--- config.mk ---
export PLATFORM = sky130hd
export DESIGN_NAME = vlp_predecode
export DESIGN_NICKNAME = d
export VERILOG_FILES = /design/src/rtl/vlp_pkg.sv /design/src/rtl/vlp_classify.sv /design/src/rtl/vlp_assemble.sv /design/src/rtl/vlp_outreg.sv /design/src/rtl/vlp_predecode.sv
export SDC_FILE = /design/constraint.sdc
export NUM_CORES = 1
export LEC_CHECK = 0
export BUFFER_PORTS_ARGS = -buffer_cell sky130_fd_sc_hd__buf_2
export CAP_MARGIN = 30
export CORE_MARGIN = 4
export CORE_UTILIZATION = 50
export DETAILED_ROUTE_END_ITERATION = 8
export HOLD_SLACK_MARGIN = 0.05
export PLACE_DENSITY = 0.75
export RECOVER_POWER = 50
export SLEW_MARGIN = 20
export SYNTH_ARGS = -nofsm -noshare
export SYNTH_HDL_FRONTEND = slang
export SYNTH_HIERARCHICAL = 1
export SYNTH_SLANG_ARGS = --single-unit
export TNS_END_PERCENT = 1
--- constraint.sdc ---
create_clock -name clk -period 4.3 [get_ports clk]
set_input_delay 0.215 -clock clk [delete_from_list [all_inputs] [get_ports clk]]
set_output_delay 0.215 -clock clk [all_outputs]
set_load 0.1 [all_outputs]
--- src/rtl/vlp_pkg.sv ---
`timescale 1ns/1ps
package vlp_pkg;

  // number of escape prefixes the classifier knows about
  localparam int VLP_NUM_PFX = 4;

  // class tag carried with each record; 0 marks a plain 16-bit instruction
  typedef enum logic [2:0] {
    VLP_CLS_NONE    = 3'd0,
    VLP_CLS_IMM24   = 3'd1,
    VLP_CLS_SHORTLD = 3'd2,
    VLP_CLS_WIDE_E  = 3'd3,
    VLP_CLS_WIDE_2  = 3'd4
  } vlp_cls_e;

  // tag belonging to prefix slot idx (slot order matches the prefix vector)
  function automatic vlp_cls_e vlp_tag_of(input int idx);
    case (idx)
      0:       return VLP_CLS_IMM24;
      1:       return VLP_CLS_SHORTLD;
      2:       return VLP_CLS_WIDE_E;
      3:       return VLP_CLS_WIDE_2;
      default: return VLP_CLS_NONE;
    endcase
  endfunction

endpackage

--- src/rtl/vlp_classify.sv ---
`timescale 1ns/1ps
// Looks at the upper byte of a halfword and reports whether it opens a
// 32-bit instruction, and with which class tag.
module vlp_classify
  import vlp_pkg::*;
#(
  parameter int          HALF_W      = 16,
  parameter int          PFX_W       = 8,
  parameter logic [PFX_W-1:0] PFX_IMM24   = 8'h8A,
  parameter logic [PFX_W-1:0] PFX_SHORTLD = 8'h8C,
  parameter logic [PFX_W-1:0] PFX_WIDE_E  = 8'h8E,
  parameter logic [PFX_W-1:0] PFX_WIDE_2  = 8'h82
) (
  input  logic [HALF_W-1:0] half_i,
  input  logic              wide2_en_i,
  output logic              is_prefix_o,
  output vlp_cls_e          cls_o
);

  localparam logic [VLP_NUM_PFX*PFX_W-1:0] PFX_VEC =
    {PFX_WIDE_2, PFX_WIDE_E, PFX_SHORTLD, PFX_IMM24};

  logic [PFX_W-1:0]       top_byte;
  logic [VLP_NUM_PFX-1:0] allow;
  logic [VLP_NUM_PFX-1:0] hit;

  assign top_byte = half_i[HALF_W-1 -: PFX_W];
  // only the last slot is switchable
  assign allow    = {wide2_en_i, {(VLP_NUM_PFX-1){1'b1}}};

  for (genvar g = 0; g < VLP_NUM_PFX; g++) begin : g_match
    assign hit[g] = allow[g] && (top_byte == PFX_VEC[g*PFX_W +: PFX_W]);
  end

  always_comb begin
    is_prefix_o = |hit;
    cls_o       = VLP_CLS_NONE;
    for (int i = VLP_NUM_PFX - 1; i >= 0; i--) begin
      if (hit[i]) cls_o = vlp_tag_of(i);
    end
  end

endmodule

--- src/rtl/vlp_assemble.sv ---
`timescale 1ns/1ps
// Holds a prefix halfword and pairs it with its partner; produces one
// emit pulse per finished instruction.
module vlp_assemble
  import vlp_pkg::*;
#(
  parameter int HALF_W = 16,
  localparam int WORD_W = 2 * HALF_W
) (
  input  logic              clk,
  input  logic              rst_n,
  input  logic              accept_i,
  input  logic              flush_i,
  input  logic [HALF_W-1:0] half_i,
  input  logic              is_prefix_i,
  input  vlp_cls_e          cls_i,
  output logic              emit_o,
  output logic [WORD_W-1:0] emit_word_o,
  output logic              emit_len32_o,
  output vlp_cls_e          emit_cls_o
);

  logic              held_q, held_d;
  logic              hold_load;
  logic [HALF_W-1:0] held_half_q;
  vlp_cls_e          held_cls_q;

  // next state of the holding flag
  always_comb begin
    held_d    = held_q;
    hold_load = 1'b0;
    if (flush_i) begin
      held_d = 1'b0;
    end else if (accept_i) begin
      if (held_q) begin
        held_d = 1'b0;
      end else if (is_prefix_i) begin
        held_d    = 1'b1;
        hold_load = 1'b1;
      end
    end
  end

  always_ff @(posedge clk or negedge rst_n) begin
    if (!rst_n) held_q <= 1'b0;
    else        held_q <= held_d;
  end

  // data registers carry no reset; they are read only while held_q is set
  always_ff @(posedge clk) begin
    if (hold_load) begin
      held_half_q <= half_i;
      held_cls_q  <= cls_i;
    end
  end

  always_comb begin
    emit_o = accept_i && (held_q || !is_prefix_i);
    if (held_q) begin
      emit_word_o  = {held_half_q, half_i};
      emit_len32_o = 1'b1;
      emit_cls_o   = held_cls_q;
    end else begin
      emit_word_o  = {{HALF_W{1'b0}}, half_i};
      emit_len32_o = 1'b0;
      emit_cls_o   = VLP_CLS_NONE;
    end
  end

endmodule

--- src/rtl/vlp_outreg.sv ---
`timescale 1ns/1ps
// Single-entry output register with valid/ready.
module vlp_outreg
  import vlp_pkg::*;
#(
  parameter int WORD_W = 32
) (
  input  logic              clk,
  input  logic              rst_n,
  input  logic              load_i,
  input  logic [WORD_W-1:0] word_i,
  input  logic              len32_i,
  input  vlp_cls_e          cls_i,
  input  logic              out_ready_i,
  output logic              slot_free_o,
  output logic              out_valid_o,
  output logic [WORD_W-1:0] out_word_o,
  output logic              out_len32_o,
  output vlp_cls_e          out_cls_o
);

  logic ov_q, ov_d;

  always_comb begin
    ov_d = ov_q;
    if (load_i)                  ov_d = 1'b1;
    else if (ov_q && out_ready_i) ov_d = 1'b0;
  end

  always_ff @(posedge clk or negedge rst_n) begin
    if (!rst_n) ov_q <= 1'b0;
    else        ov_q <= ov_d;
  end

  always_ff @(posedge clk) begin
    if (load_i) begin
      out_word_o  <= word_i;
      out_len32_o <= len32_i;
      out_cls_o   <= cls_i;
    end
  end

  assign slot_free_o = !ov_q || out_ready_i;
  assign out_valid_o = ov_q;

endmodule

--- src/rtl/vlp_predecode.sv ---
`timescale 1ns/1ps
module vlp_predecode
  import vlp_pkg::*;
#(
  parameter int HALF_W = 16,
  parameter int PFX_W  = 8,
  localparam int WORD_W = 2 * HALF_W
) (
  input  logic              clk,
  input  logic              rst_n,
  input  logic              cfg_wide82_en,
  input  logic              flush,
  input  logic              in_valid,
  input  logic [HALF_W-1:0] in_half,
  output logic              in_ready,
  output logic              out_valid,
  input  logic              out_ready,
  output logic              out_len32,
  output logic [WORD_W-1:0] out_word,
  output logic [2:0]        out_class
);

  logic              is_prefix;
  vlp_cls_e          pfx_cls;
  logic              slot_free;
  logic              accept;
  logic              emit;
  logic [WORD_W-1:0] emit_word;
  logic              emit_len32;
  vlp_cls_e          emit_cls;
  vlp_cls_e          out_cls;

  assign in_ready = slot_free && !flush;
  assign accept   = in_valid && in_ready;

  vlp_classify #(
    .HALF_W (HALF_W),
    .PFX_W  (PFX_W)
  ) u_classify (
    .half_i      (in_half),
    .wide2_en_i  (cfg_wide82_en),
    .is_prefix_o (is_prefix),
    .cls_o       (pfx_cls)
  );

  vlp_assemble #(
    .HALF_W (HALF_W)
  ) u_assemble (
    .clk          (clk),
    .rst_n        (rst_n),
    .accept_i     (accept),
    .flush_i      (flush),
    .half_i       (in_half),
    .is_prefix_i  (is_prefix),
    .cls_i        (pfx_cls),
    .emit_o       (emit),
    .emit_word_o  (emit_word),
    .emit_len32_o (emit_len32),
    .emit_cls_o   (emit_cls)
  );

  vlp_outreg #(
    .WORD_W (WORD_W)
  ) u_outreg (
    .clk         (clk),
    .rst_n       (rst_n),
    .load_i      (emit),
    .word_i      (emit_word),
    .len32_i     (emit_len32),
    .cls_i       (emit_cls),
    .out_ready_i (out_ready),
    .slot_free_o (slot_free),
    .out_valid_o (out_valid),
    .out_word_o  (out_word),
    .out_len32_o (out_len32),
    .out_cls_o   (out_cls)
  );

  assign out_class = out_cls;

endmodule

Yosys cells after proc, flatten, opt, wreduce, memory -nomap -nowiden
Cells that the tools add are included.
{"block": "word_totals", "reg_bits": 57, "input_bits": 22, "output_inout_bits": 38, "wordCells": 39}
{"block": "classes", "n_eq_ne": 4, "n_mux": 12, "reduce_logical": 14}
{"op": "8-bit == test (second input constant)", "n": 4}
{"op": "1-bit 2-to-1 mux", "n": 9}
{"op": "1-bit logical AND", "n": 5}
{"op": "2-bit 2-to-1 mux", "n": 2}
{"op": "2-bit nonzero test", "n": 2}
{"op": "4-bit OR reduction", "n": 1}
{"op": "1-bit logical NOT", "n": 3}
{"op": "3-bit 2-to-1 mux", "n": 1}
{"op": "3-bit OR reduction", "n": 1}
{"op": "1-bit logical OR", "n": 2}

Longest topological paths before layout
Gate-level depths: netlist (run 1).
{"block": "logic_depth", "ltp_word": 7, "depth_mapped": 4, "mapped_depth_nobuf": 4}

Cells and area by module
Netlist (run 1), hierarchy kept.
{"mod": "vlp_outreg", "n_inst": 1, "cells_per_inst": 39, "area_each_um2": 1128.6, "seq_area_each_um2": 1106.1}
{"mod": "vlp_assemble", "n_inst": 1, "cells_per_inst": 63, "area_each_um2": 879.6, "seq_area_each_um2": 595.6}
{"mod": "vlp_classify", "n_inst": 1, "cells_per_inst": 11, "area_each_um2": 78.8, "seq_area_each_um2": 0.0}
{"mod": "vlp_predecode", "n_inst": 1, "cells_per_inst": 2, "area_each_um2": 15.0, "seq_area_each_um2": 0.0}

Worst setup path before layout (run 1)
OpenSTA, ideal clock, no wires.
{"block": "synth_timing", "kind": "reg-to-reg", "from": "register u_outreg.ov_q, in the netlist u_outreg/out_valid_o", "to": "register u_outreg.ov_q, in the netlist u_outreg/out_valid_o", "setup_time_ns": 0.083, "arrival_time_ns": 4.305, "required_ns": 4.217, "setup_slack_ns": -0.088, "stages_incl_launch_ff": 5, "path_buffers": 0, "period_less_slack_ns": 4.388, "path_cell_list": "dfrtp_1 > nand2b_4 > and3b_1 > a21boi_0 > nand2b_2"}
{"block": "synth_via", "elab_chain_len": 6, "word_cells_on_any_way": 8, "classes_between": "1 x mux; 7 x reduce/logical"}
{"item": "start: declaration", "line_no": "vlp_outreg.sv:22", "text": "logic ov_q, ov_d;"}
{"item": "start signal: assignment", "line_no": "vlp_outreg.sv:32", "text": "else ov_q <= ov_d;"}
{"item": "1-bit logical NOT (*)", "line_no": "vlp_outreg.sv:43", "text": "assign slot_free_o = !ov_q || out_ready_i;"}
{"item": "1-bit logical OR (*)", "line_no": "vlp_outreg.sv:43"}
{"item": "net slot_free", "line_no": "vlp_predecode.sv:25", "text": "logic slot_free;"}
{"item": "1-bit logical AND (*)", "line_no": "vlp_predecode.sv:33", "text": "assign in_ready = slot_free && !flush;"}
{"item": "1-bit logical AND (*)", "line_no": "vlp_predecode.sv:34", "text": "assign accept = in_valid && in_ready;"}
{"item": "net accept", "line_no": "vlp_predecode.sv:26", "text": "logic accept;"}
{"item": "1-bit logical AND (*)", "line_no": "vlp_assemble.sv:58", "text": "emit_o = accept_i && (held_q || !is_prefix_i);"}
{"item": "net emit", "line_no": "vlp_predecode.sv:27", "text": "logic emit;"}
{"item": "1-bit 2-to-1 mux / 2-bit nonzero test (equally long branches)"}
Mark *: on every way through the listed nets, which the timed path passes. The rest lies on a longest branch.
A chain may end at the register's enable or synchronous reset.

Final worst setup path (run 1)
{"block": "layout_timing", "from": "input in_half[12]", "to": "register u_assemble.held_half_q[6] (enable)"}
{"block": "layout_via", "elab_chain_len": 7, "word_cells_on_any_way": 10, "classes_between": "4 x eq/ne; 4 x mux; 2 x reduce/logical"}
{"item": "start: declaration", "line_no": "vlp_predecode.sv:14", "text": "input logic [HALF_W-1:0] in_half,"}
{"item": "8-bit == test", "line_no": "vlp_classify.sv:32", "text": "assign hit[g] = allow[g] && (top_byte == PFX_VEC[g*PFX_W +: PFX_W]);"}
{"item": "1-bit logical AND", "line_no": "vlp_classify.sv:32"}
{"item": "4-bit OR reduction (*)", "line_no": "vlp_classify.sv:36", "text": "is_prefix_o = |hit;"}
{"item": "net is_prefix", "line_no": "vlp_predecode.sv:23", "text": "logic is_prefix;"}
{"item": "1-bit 2-to-1 mux (*)", "line_no": "vlp_assemble.sv:37", "text": "end else if (is_prefix_i) begin"}
{"item": "1-bit 2-to-1 mux (*)", "line_no": "vlp_assemble.sv:35", "text": "if (held_q) begin"}
{"item": "1-bit 2-to-1 mux (*)", "line_no": "vlp_assemble.sv:34", "text": "end else if (accept_i) begin"}
{"item": "1-bit 2-to-1 mux (*)", "line_no": "vlp_assemble.sv:32", "text": "if (flush_i) begin"}
{"item": "net u_assemble.hold_load", "line_no": "vlp_assemble.sv:24", "text": "logic hold_load;"}
{"item": "end signal: assignment", "line_no": "vlp_assemble.sv:52", "text": "held_half_q <= half_i;"}
{"item": "end: declaration", "line_no": "vlp_assemble.sv:25", "text": "logic [HALF_W-1:0] held_half_q;"}
Marks and branches as above.

==> results of run 1 <==
[Yosys cell counts, types with 2 or more instances]
| master | count |
|---|---|
| and2_1 | 19 |
| nor3_1 | 3 |
| buf_4 | 16 |
| dfrtp_1 | 2 |
| nand2_1 | 3 |
| inv_1 | 2 |
| edfxtp_1 | 55 |
| nand2b_1 | 2 |
[per-stage QoR]
step	power, uW	area [sq um]
floorplan	760.9	2102
CTS	1237	2577
global route	1275	2526
global placement	778.7	2355
finish	1224	2526
detailed placement	784.2	2382
[kinds of logic after synthesis]
group                  count (synthesis)  share of synthesized area
AOI/OAI and AO/OA                      3                    0.01429
buffers and inverters                 20                    0.06488
DFF                                   57                     0.8095
and+or+nand+nor                       35                     0.1113
[routing by layer]
layer,up-vias,share of wire,GRT usage
li1,516,-,-
met1,494,0.38,0.1537
met2,39,0.52,0.2315
met3,8,0.076,0.07576
met4,0,0.024,0.07787
met5,-,0,0
[power by group]
part           internal, uW  leakage, uW  switching (uW)  total, uW
sequential              623     0.000542            3.90        627
combinational          20.1     0.000269             122        142
clock                   261    0.0000962             195        455
total                   904     0.000907             320       1220
[worst paths after layout]
path	start	endpoint	slack (ps)	depth (start not counted)
max reg2reg	u_outreg/out_valid_o$_DFFE_PN0P_	u_assemble/held_half_q[6]$_DFFE_PP_	2390	5
max	in_half[12]	u_assemble/held_half_q[6]$_DFFE_PP_	1880	6
min	in_half[7]	u_assemble/held_half_q[7]$_DFFE_PP_	80	1
min reg2reg	u_assemble/held_half_q[12]$_DFFE_PP_	u_outreg/out_word_o[28]$_DFFE_PP_	520	1
min in group asynchronous	rst_n	u_outreg/out_valid_o$_DFFE_PN0P_	210	2
max in group asynchronous	rst_n	u_assemble/held_q$_DFFE_PN0P_	3960	2
[final cells by class]
cell class,count,share of cell area
clock inverters,7,0.02427
well taps,50,0.02476
flip-flops and latches,57,0.6736
inverters,2,0.002972
clock buffers,9,0.04903
repair buffers,62,0.1184
multi-input cells,38,0.1070
[critical path: stages]
cell	delay, ps
clkbuf_1	90
or4b_1	630
a2111oi_2	510
nand2_1	160
nor3_2	500
buf_4	320
[cells in the final DEF, fill, tap and decap left out]
master and count:
edfxtp_1 55, clkbuf_1 33, buf_2 26, and2_0 12
clkbuf_8 9, and2_1 7, clkinv_2 4, nand2_1 3
inv_1 2, dfrtp_1 2, nor3_1 2, nand2b_1 2
nor2b_1 1, and3b_1 1, clkinvlp_4 1, clkinv_1 1
bufinv_16 1, dlygate4sd3_1 1, a21boi_4 1, nor3_2 1
or3b_1 1, o31ai_1 1, buf_4 1, or4b_1 1
nor2_1 1, a2111oi_2 1, nor4_1 1, nand2b_4 1
nand2b_2 1, buf_16 1
[state kept, by name, summed over array words and instances (netlist names)]
| name | count |
|---|---|
| u_assemble/held_cls_q | 3 |
| u_assemble/held_half_q | 16 |
| u_assemble/held_q | 1 |
| u_outreg/out_cls_o | 3 |
| u_outreg/out_len32_o | 1 |
| u_outreg/out_valid_o | 1 |
| u_outreg/out_word_o | 32 |
[timing repair]
action	4_1_cts	5_1_grt
endpoints found under the hold margin	2	0
hold buffers	1	0
resized for setup	0	0
==> flow_summary_export.csv, run 1 <==
group,metric,value,unit
power_and_ir_drop,peakVddDrop,0.3166,mV
critical_path,end_kind,"flip-flop",
final_layout,final_nets,192,
yosys,synth_edf_count,55,
final_layout,syn2layout_area_growth,20.18,%
clocking,clock_path_buffers,2,
timing,max_freq,0.4137,GHz
timing,max_slew_margin,0.2146,
final_layout,multi_input_area,270.3,sq um
yosys,ys_seq_area_frac,0.8095,
timing,finalCritPeriodShare,0.5622,
place,numPortBuffers,59,
clocking,clockRootBuffer,"clkbuf_8",
clocking,cts.sinks,57,
yosys,synth_ff_type,"edfxtp_1",
yosys,synth-async-reset-ratio,0.03509,
drt,dr.pass1.iters,4,
worst_hold_path,hp-class,"primary input to flip-flop",
yosys,synth_top_cell_area_share,0.7857,
yosys,synth_area,2102,sq um
timing,finalHoldViolCount,0,
critical_path,cp.arrival,2440,ps
floorplan,start_util,0.5217,
final_layout,fillers,323,
yosys,synth_nets,137,
drt,routed_wl,3.363,mm
floorplan,fp.dieArea,5306,sq um
yosys,syn_inst,115,
clocking,cts_tree,"done",
timing,fin_worst_skew,4.986,ps
critical_path,path_class,"primary input to flip-flop",
final_layout,instances_no_fill,225,
timing,final_max_slew_viol_count,0,
global_routing,gr-total-overflow,0,
yosys,ys_types,21,
yosys,synth.avg_cell_area,18.28,sq um
drt,first_iter_violations,44,
global_routing,globalRouteTotalUtil,0.1445,
floorplan,core_region_area,4029,sq um
final_layout,final_core_util,0.6270,
clocking,cts_buffers,9,
critical_path,worstPathMaxFanout,12,
drt,viasPerCell,4.698,
run_status,status,"finished clean",
timing,rsz0062_at_grt,"false",
floorplan,rows,23,
global_routing,antenna_found_initial,0,
clocking,htree_levels,3,
clocking,clk_latency,320,ps
clocking,clk_pin_slew,60,ps
place,dp.cells,208,
yosys,yosys_warnings,6,
final_layout,seq_area,1702,sq um
place,globalplace.congestion,0.6413,
global_routing,grt_max_degree,26,
timing,fin_ws,1883,ps
drt,post-route-drc-count,0,
place,dp_hpwl,2.337,mm
flow_run,drv_cap,0,
floorplan,pin_count,60,
place,place_ws,1608,ps
critical_path,crit_required,4320,ps
floorplan,die_h,72.84,microns
timing,setup_viol,0,
yosys,yosys.area.top_type,"edfxtp_1",
timing,fin_hold_ws,83.80,ps
power_and_ir_drop,p_leak,0.0009071,uW
drt,via_count,1057,
final_layout,drive_gt1_frac,0.2743,
yosys,synth-seq-cells,57,
timing,worstMarginPinSlew,1183,ps
drt,wl_per_cell,14.95,microns
global_routing,grt_pass1_wl,5.354,mm
floorplan,die_x,72.84,microns
clocking,cts_setup_buffers,0,
timing,period_needed,2417,ps
critical_path,start_kind,"primary input",
final_layout,insertedDiodeCount,0,
global_routing,grt_pass1_vias,1055,
yosys,synth.area.top_cells,"edfxtp_1, buf_4, and2_1, dfrtp_1, nor3_1",
drt,ant_nets,0,
power_and_ir_drop,p_per_area,484.4,nW/um^2
timing,setup_tns,0,ps
Note: power is estimated with default switching activity, not from simulation.
==> run 2, diff against run 1 <==
CORE_UTILIZATION = 46   (was 50)
PLACE_DENSITY = 0.73   (was 0.75)
clock period = 2 ns   (was 4.3 ns; I/O delays follow)
==> flow_summary_export.csv, run 2 (synthesis results as in run 1) <==
group,metric,value,unit
run_status,status,"finished clean",
critical_path,crit-reg2reg-launch,"u_outreg/out_valid_o$_DFFE_PN0P_",
timing,worstMarginPinSlew,1183,ps
timing,max_slew_margin,0.2145,
drt,ant_nets,0,
final_layout,layout_commonest_cell,"edfxtp_1",
clocking,clk_latency,330,ps
worst_hold_path,hp-class,"primary input to asynchronous set/reset pin",
clocking,cts_tree,"done",
final_layout,seq_area,1702,sq um
timing,setup_tns,0,ps
final_layout,largest_reg_flops,32,
global_routing,grt_max_degree,37,
place,dp_hpwl,2.334,mm
drt,wl_met3,293,microns
power_and_ir_drop,p_per_area,1001,nW/um^2
timing,finalHoldViolCount,0,
timing,period_needed,1849,ps
global_routing,gr-total-overflow,0,
power_and_ir_drop,peakVddDrop,0.4560,mV
global_routing,antenna_found_initial,0,
final_layout,final_nets,215,
final_layout,fillers,347,
clocking,clk_pin_slew,60,ps
drt,wirelength_met1,1.479,mm
floorplan,die_x,75.60,microns
place,dp.cells,215,
clocking,htree_levels,3,
clocking,cts.sinks,57,
clocking,clockRootBuffer,"clkbuf_8",
final_layout,insertedDiodeCount,0,
power_and_ir_drop,power,2789,uW
floorplan,rows,24,
global_routing,grt_pass1_vias,1154,
critical_path,r2r_slack,530,ps
final_layout,most-common-layout-cells,"edfxtp_1, clkbuf_1, buf_2",
floorplan,pin_count,60,
timing,rsz0062_at_grt,"false",
flow_run,drv_cap,0,
drt,dr.pass1.iters,4,
critical_path,start_kind,"primary input",
final_layout,largest_registers,"u_outreg/out_word_o (32), u_assemble/held_half_q (16)",
final_layout,final_core_util,0.6358,
final_layout,regMostFlops,"u_outreg/out_word_o",
place,globalplace.congestion,0.6650,
timing,max_freq,0.5408,GHz
global_routing,globalRouteTotalUtil,0.1421,
floorplan,start_util,0.4795,
critical_path,crit_required,2040,ps
drt,routed_wl,3.649,mm
drt,first_iter_violations,86,
critical_path,reg2reg_to,"u_outreg/out_word_o[7]$_DFFE_PP_",
timing,fin_worst_skew,4.924,ps
drt,via_count,1171,
timing,final_max_slew_viol_count,0,
global_routing,grt_pass1_wl,5.506,mm
floorplan,fp.dieArea,5715,sq um
critical_path,end_kind,"flip-flop",
floorplan,core_region_area,4384,sq um
drt,post-route-drc-count,0,
critical_path,r2r_cells,4,
final_layout,multi_input_area,295.3,sq um
final_layout,drive_gt1_frac,0.2589,
drt,viasPerCell,4.703,
drt,wl_per_cell,14.65,microns
critical_path,path_class,"primary input to flip-flop",
place,numPortBuffers,59,
final_layout,syn2layout_area_growth,32.62,%
critical_path,cp.arrival,1890,ps
drt,top_layer,"met4",
drt,wl_met2,1.787,mm
timing,finalCritPeriodShare,0.9245,
critical_path,worstPathMaxFanout,19,
clocking,clock_path_buffers,2,
timing,setup_viol,0,
final_layout,instances_no_fill,249,
power_and_ir_drop,p_leak,0.001005,uW
clocking,cts_buffers,9,
floorplan,die_h,75.60,microns
==> run 2: timing repair <==
item	CTS	global route
gates resized for setup	0	2
hold buffers	19	0
hold endpoints to repair	36	0
buffers inserted	0	0
endpoints found under the setup margin	0	19
==> run 2: area by class of cell <==
type / instances / share of cell area
multi-input cells: 38 / 0.1059
flip-flops and latches: 57 / 0.6104
clock buffers: 11 / 0.04713
inverters: 2 / 0.002693
clock inverters: 4 / 0.02469
well taps: 52 / 0.02334
repair buffers: 85 / 0.1858
==> run 2: how the worst max path moves through the flow <==
stage | cells after the start | startpoint | to
3_5_place_dp | 6 | in_half[12] | u_assemble/held_half_q[12]$_DFFE_PP_
2_1_floorplan | 4 | in_half[12] | u_assemble/held_cls_q[0]$_DFFE_PP_
3_3_place_gp | 6 | in_half[12] | u_assemble/held_half_q[2]$_DFFE_PP_
4_1_cts | 7 | in_half[10] | u_assemble/held_cls_q[2]$_DFFE_PP_
5_1_grt | 7 | in_half[10] | u_assemble/held_cls_q[2]$_DFFE_PP_
6_report | 7 | in_half[10] | u_assemble/held_cls_q[2]$_DFFE_PP_
==> run 2: per-stage QoR <==
step	instance area, sq um	setup WS [ps]	hold slack (ps)
3_5_place_dp	2430	29.00	-112.0
2_1_floorplan	2121	-427.6	-195.6
5_1_grt	2788	34.53	98.15
3_3_place_gp	2430	76.77	-112.2
4_1_cts	2820	109.7	74.05
6_report	2788	151.0	85.99
==> run 2: worst max-delay path, cell delays in order <==
cell and delay (ps):
dlygate4sd3_1 530, buf_2 150, nand2b_1 210, a2111oi_4 390, nand2_1 150, nor3_4 160, buf_12 180
==> run 2: per-layer routing <==
metal,global-route usage,vias to the layer above
li1,-,560
met1,0.1637,554
met2,0.2109,47
met3,0.07388,10
met4,0.08544,0
met5,0,-
==> run 2: power by group <==
group          internal [uW]  switching, uW
Clock                    689            416
Combinational           67.9            269
Sequential              1340           8.35
==> run 3, diff against run 2 <==
--- a/config.mk
+++ b/config.mk
@@ -15,3 +15,3 @@
 export RECOVER_POWER = 50
-export SLEW_MARGIN = 20
+export SLEW_MARGIN = 10
 export SYNTH_ARGS = -nofsm -noshare
==> constraint.sdc (replaced) <==
create_clock -name clk -period 2 [get_ports clk]
set_input_delay 0.4 -clock clk [delete_from_list [all_inputs] [get_ports clk]]
set_output_delay 0.4 -clock clk [all_outputs]
set_load 0.1 [all_outputs]
==> flow_summary_export.csv, run 3 (synthesis results as in run 1) <==
group,metric,value,unit
floorplan,die_x,75.60,microns
final_layout,largest_reg_flops,32,
timing,period_needed,1929,ps
drt,viasPerCell,4.717,
power_and_ir_drop,p_leak,0.0009719,uW
critical_path,end_kind,"flip-flop",
critical_path,path_class,"primary input to flip-flop",
power_and_ir_drop,p_per_area,963.4,nW/um^2
place,dp_hpwl,2.453,mm
drt,wl_per_cell,14.96,microns
clocking,cts_buffers,9,
clocking,cts_tree,"done",
critical_path,start_kind,"primary input",
final_layout,drive_gt1_frac,0.3978,
final_layout,insertedDiodeCount,0,
global_routing,grt_pass1_wl,5.112,mm
floorplan,start_util,0.4795,
critical_path,crit_chain,"clkbuf_1, or4b_4, a2111oi_4, nand2_2, nor3_4, buf_12",
clocking,clockRootBuffer,"clkbuf_8",
floorplan,die_h,75.60,microns
final_layout,syn2layout_area_growth,23.45,%
global_routing,gr-total-overflow,0,
timing,fin_worst_skew,4.670,ps
timing,setup_viol,0,
clocking,htree_levels,3,
power_and_ir_drop,peakVddDrop,0.5709,mV
drt,ant_nets,0,
final_layout,final_nets,198,
critical_path,cp_top_family,"simple AND/OR/NAND/NOR gates",
power_and_ir_drop,power,2500,uW
drt,post-route-drc-count,0,
timing,finalCritPeriodShare,0.9643,
worst_hold_path,hp-class,"primary input to flip-flop",
floorplan,rows,24,
place,numPortBuffers,59,
timing,max_freq,0.5185,GHz
timing,max_slew_margin,0.4340,
critical_path,max_stage_delay,560,ps
drt,routed_wl,3.485,mm
final_layout,most-common-layout-cells,"edfxtp_1, buf_2, clkbuf_2",
global_routing,grt_pass1_vias,1108,
final_layout,regMostFlops,"u_outreg/out_word_o",
critical_path,crit_required,2020,ps
global_routing,antenna_found_initial,0,
timing,finalHoldViolCount,0,
timing,rsz0062_at_grt,"false",
drt,dr.pass1.iters,2,
final_layout,layout_commonest_cell,"edfxtp_1",
final_layout,final_area,2595,sq um
flow_run,drv_cap,0,
global_routing,globalRouteTotalUtil,0.1300,
final_layout,fillers,353,
final_layout,largest_registers,"u_outreg/out_word_o (32), u_assemble/held_half_q (16)",
timing,worstMarginPinSlew,849.1,ps
clocking,cts.sinks,57,
clocking,clock_path_buffers,2,
critical_path,cp_slowest_cell,"or4b_4",
floorplan,fp.dieArea,5715,sq um
run_status,status,"finished clean",
drt,via_count,1099,
critical_path,worstPathMaxFanout,19,
floorplan,pin_count,60,
clocking,clk_latency,320,ps
timing,final_max_slew_viol_count,0,
place,place_area,2456,sq um
critical_path,cp.arrival,1950,ps
place,globalplace.congestion,0.7566,
clocking,clk_pin_slew,60,ps
critical_path,critical_path_buf_inv_count,2,
global_routing,grt_max_degree,24,
drt,first_iter_violations,50,
floorplan,core_region_area,4384,sq um
run 3: changes by cell type in the layout (fill, tap and decap cells not counted), moves of 2 or more:
cell           before  now
clkbuf_2            0   19
dlygate4sd3_1      19    1
bufinv_16           2    0
clkbuf_1           36   18
clkinv_2            1    3
run 3: where the power goes:
| part | internal [uW] | switching, uW | total [uW] |
|---|---|---|---|
| Clock | 434 | 402 | 837 |
| Combinational | 49.8 | 266 | 316 |
| Sequential | 1340 | 8.45 | 1350 |
| Total | 1820 | 677 | 2500 |
run 3: timing repair:
item / in CTS / in global routing
hold buffers: 1 / 0
setup buffers: 0 / 0
setup endpoints to repair: 0 / 9
endpoints found under the hold margin: 2 / 0
gates resized for setup: 0 / 1
run 3: through the flow:
| stage | TNS [ps] | util | instances | setup slack, ps | hold WS (ps) |
|---|---|---|---|---|---|
| after floorplan | -16270 | - | 115 | -358.5 | 104.4 |
| after global placement | -4024 | 0.5602 | 216 | -212.3 | 186.5 |
| after detailed placement | -5656 | 0.5602 | 216 | -297.2 | 187.3 |
| after CTS | 0 | 0.5976 | 233 | 44.85 | 254.6 |
| after global routing | 0 | 0.5919 | 233 | 40.68 | 247.6 |
| final | 0 | 0.5919 | 233 | 71.37 | 275.9 |
run 3: worst paths after layout:
kind / slack, ps / startpoint / depth (start not counted) / endpoint
min: 280 / in_half[0] / 1 / u_assemble/held_half_q[0]$_DFFE_PP_
max in group asynchronous: 1490 / rst_n / 2 / u_assemble/held_q$_DFFE_PN0P_
min reg2reg: 530 / u_assemble/held_cls_q[0]$_DFFE_PP_ / 1 / u_outreg/out_cls_o[0]$_DFFE_PP_
max: 70 / in_half[12] / 6 / u_assemble/held_half_q[0]$_DFFE_PP_
min in group asynchronous: 390 / rst_n / 2 / u_outreg/out_valid_o$_DFFE_PN0P_
max reg2reg: 410 / u_assemble/held_q$_DFFE_PN0P_ / 3 / u_assemble/held_half_q[0]$_DFFE_PP_
run 3: final cells by class:
cell class | count | area [sq um] | share of cell area
Sequential cell | 57 | 1702 | 0.6557
Timing Repair Buffer | 68 | 362.8 | 0.1398
Multi-Input combinational cell | 38 | 304.0 | 0.1172
Clock buffer | 11 | 131.4 | 0.05063
Tap cell | 52 | 65.06 | 0.02507
Clock inverter | 5 | 22.52 | 0.008679
Inverter | 2 | 7.507 | 0.002893
run 3: metal layers:
| layer | vias up | wire length, microns | global-route usage |
|---|---|---|---|
| met2 | 42 | 1720 | 0.1908 |
| met3 | 4 | 313 | 0.06860 |
| li1 | 526 | - | - |
| met4 | 0 | 23 | 0.06990 |
| met5 | - | 0 | 0 |
| met1 | 527 | 1427 | 0.1549 |
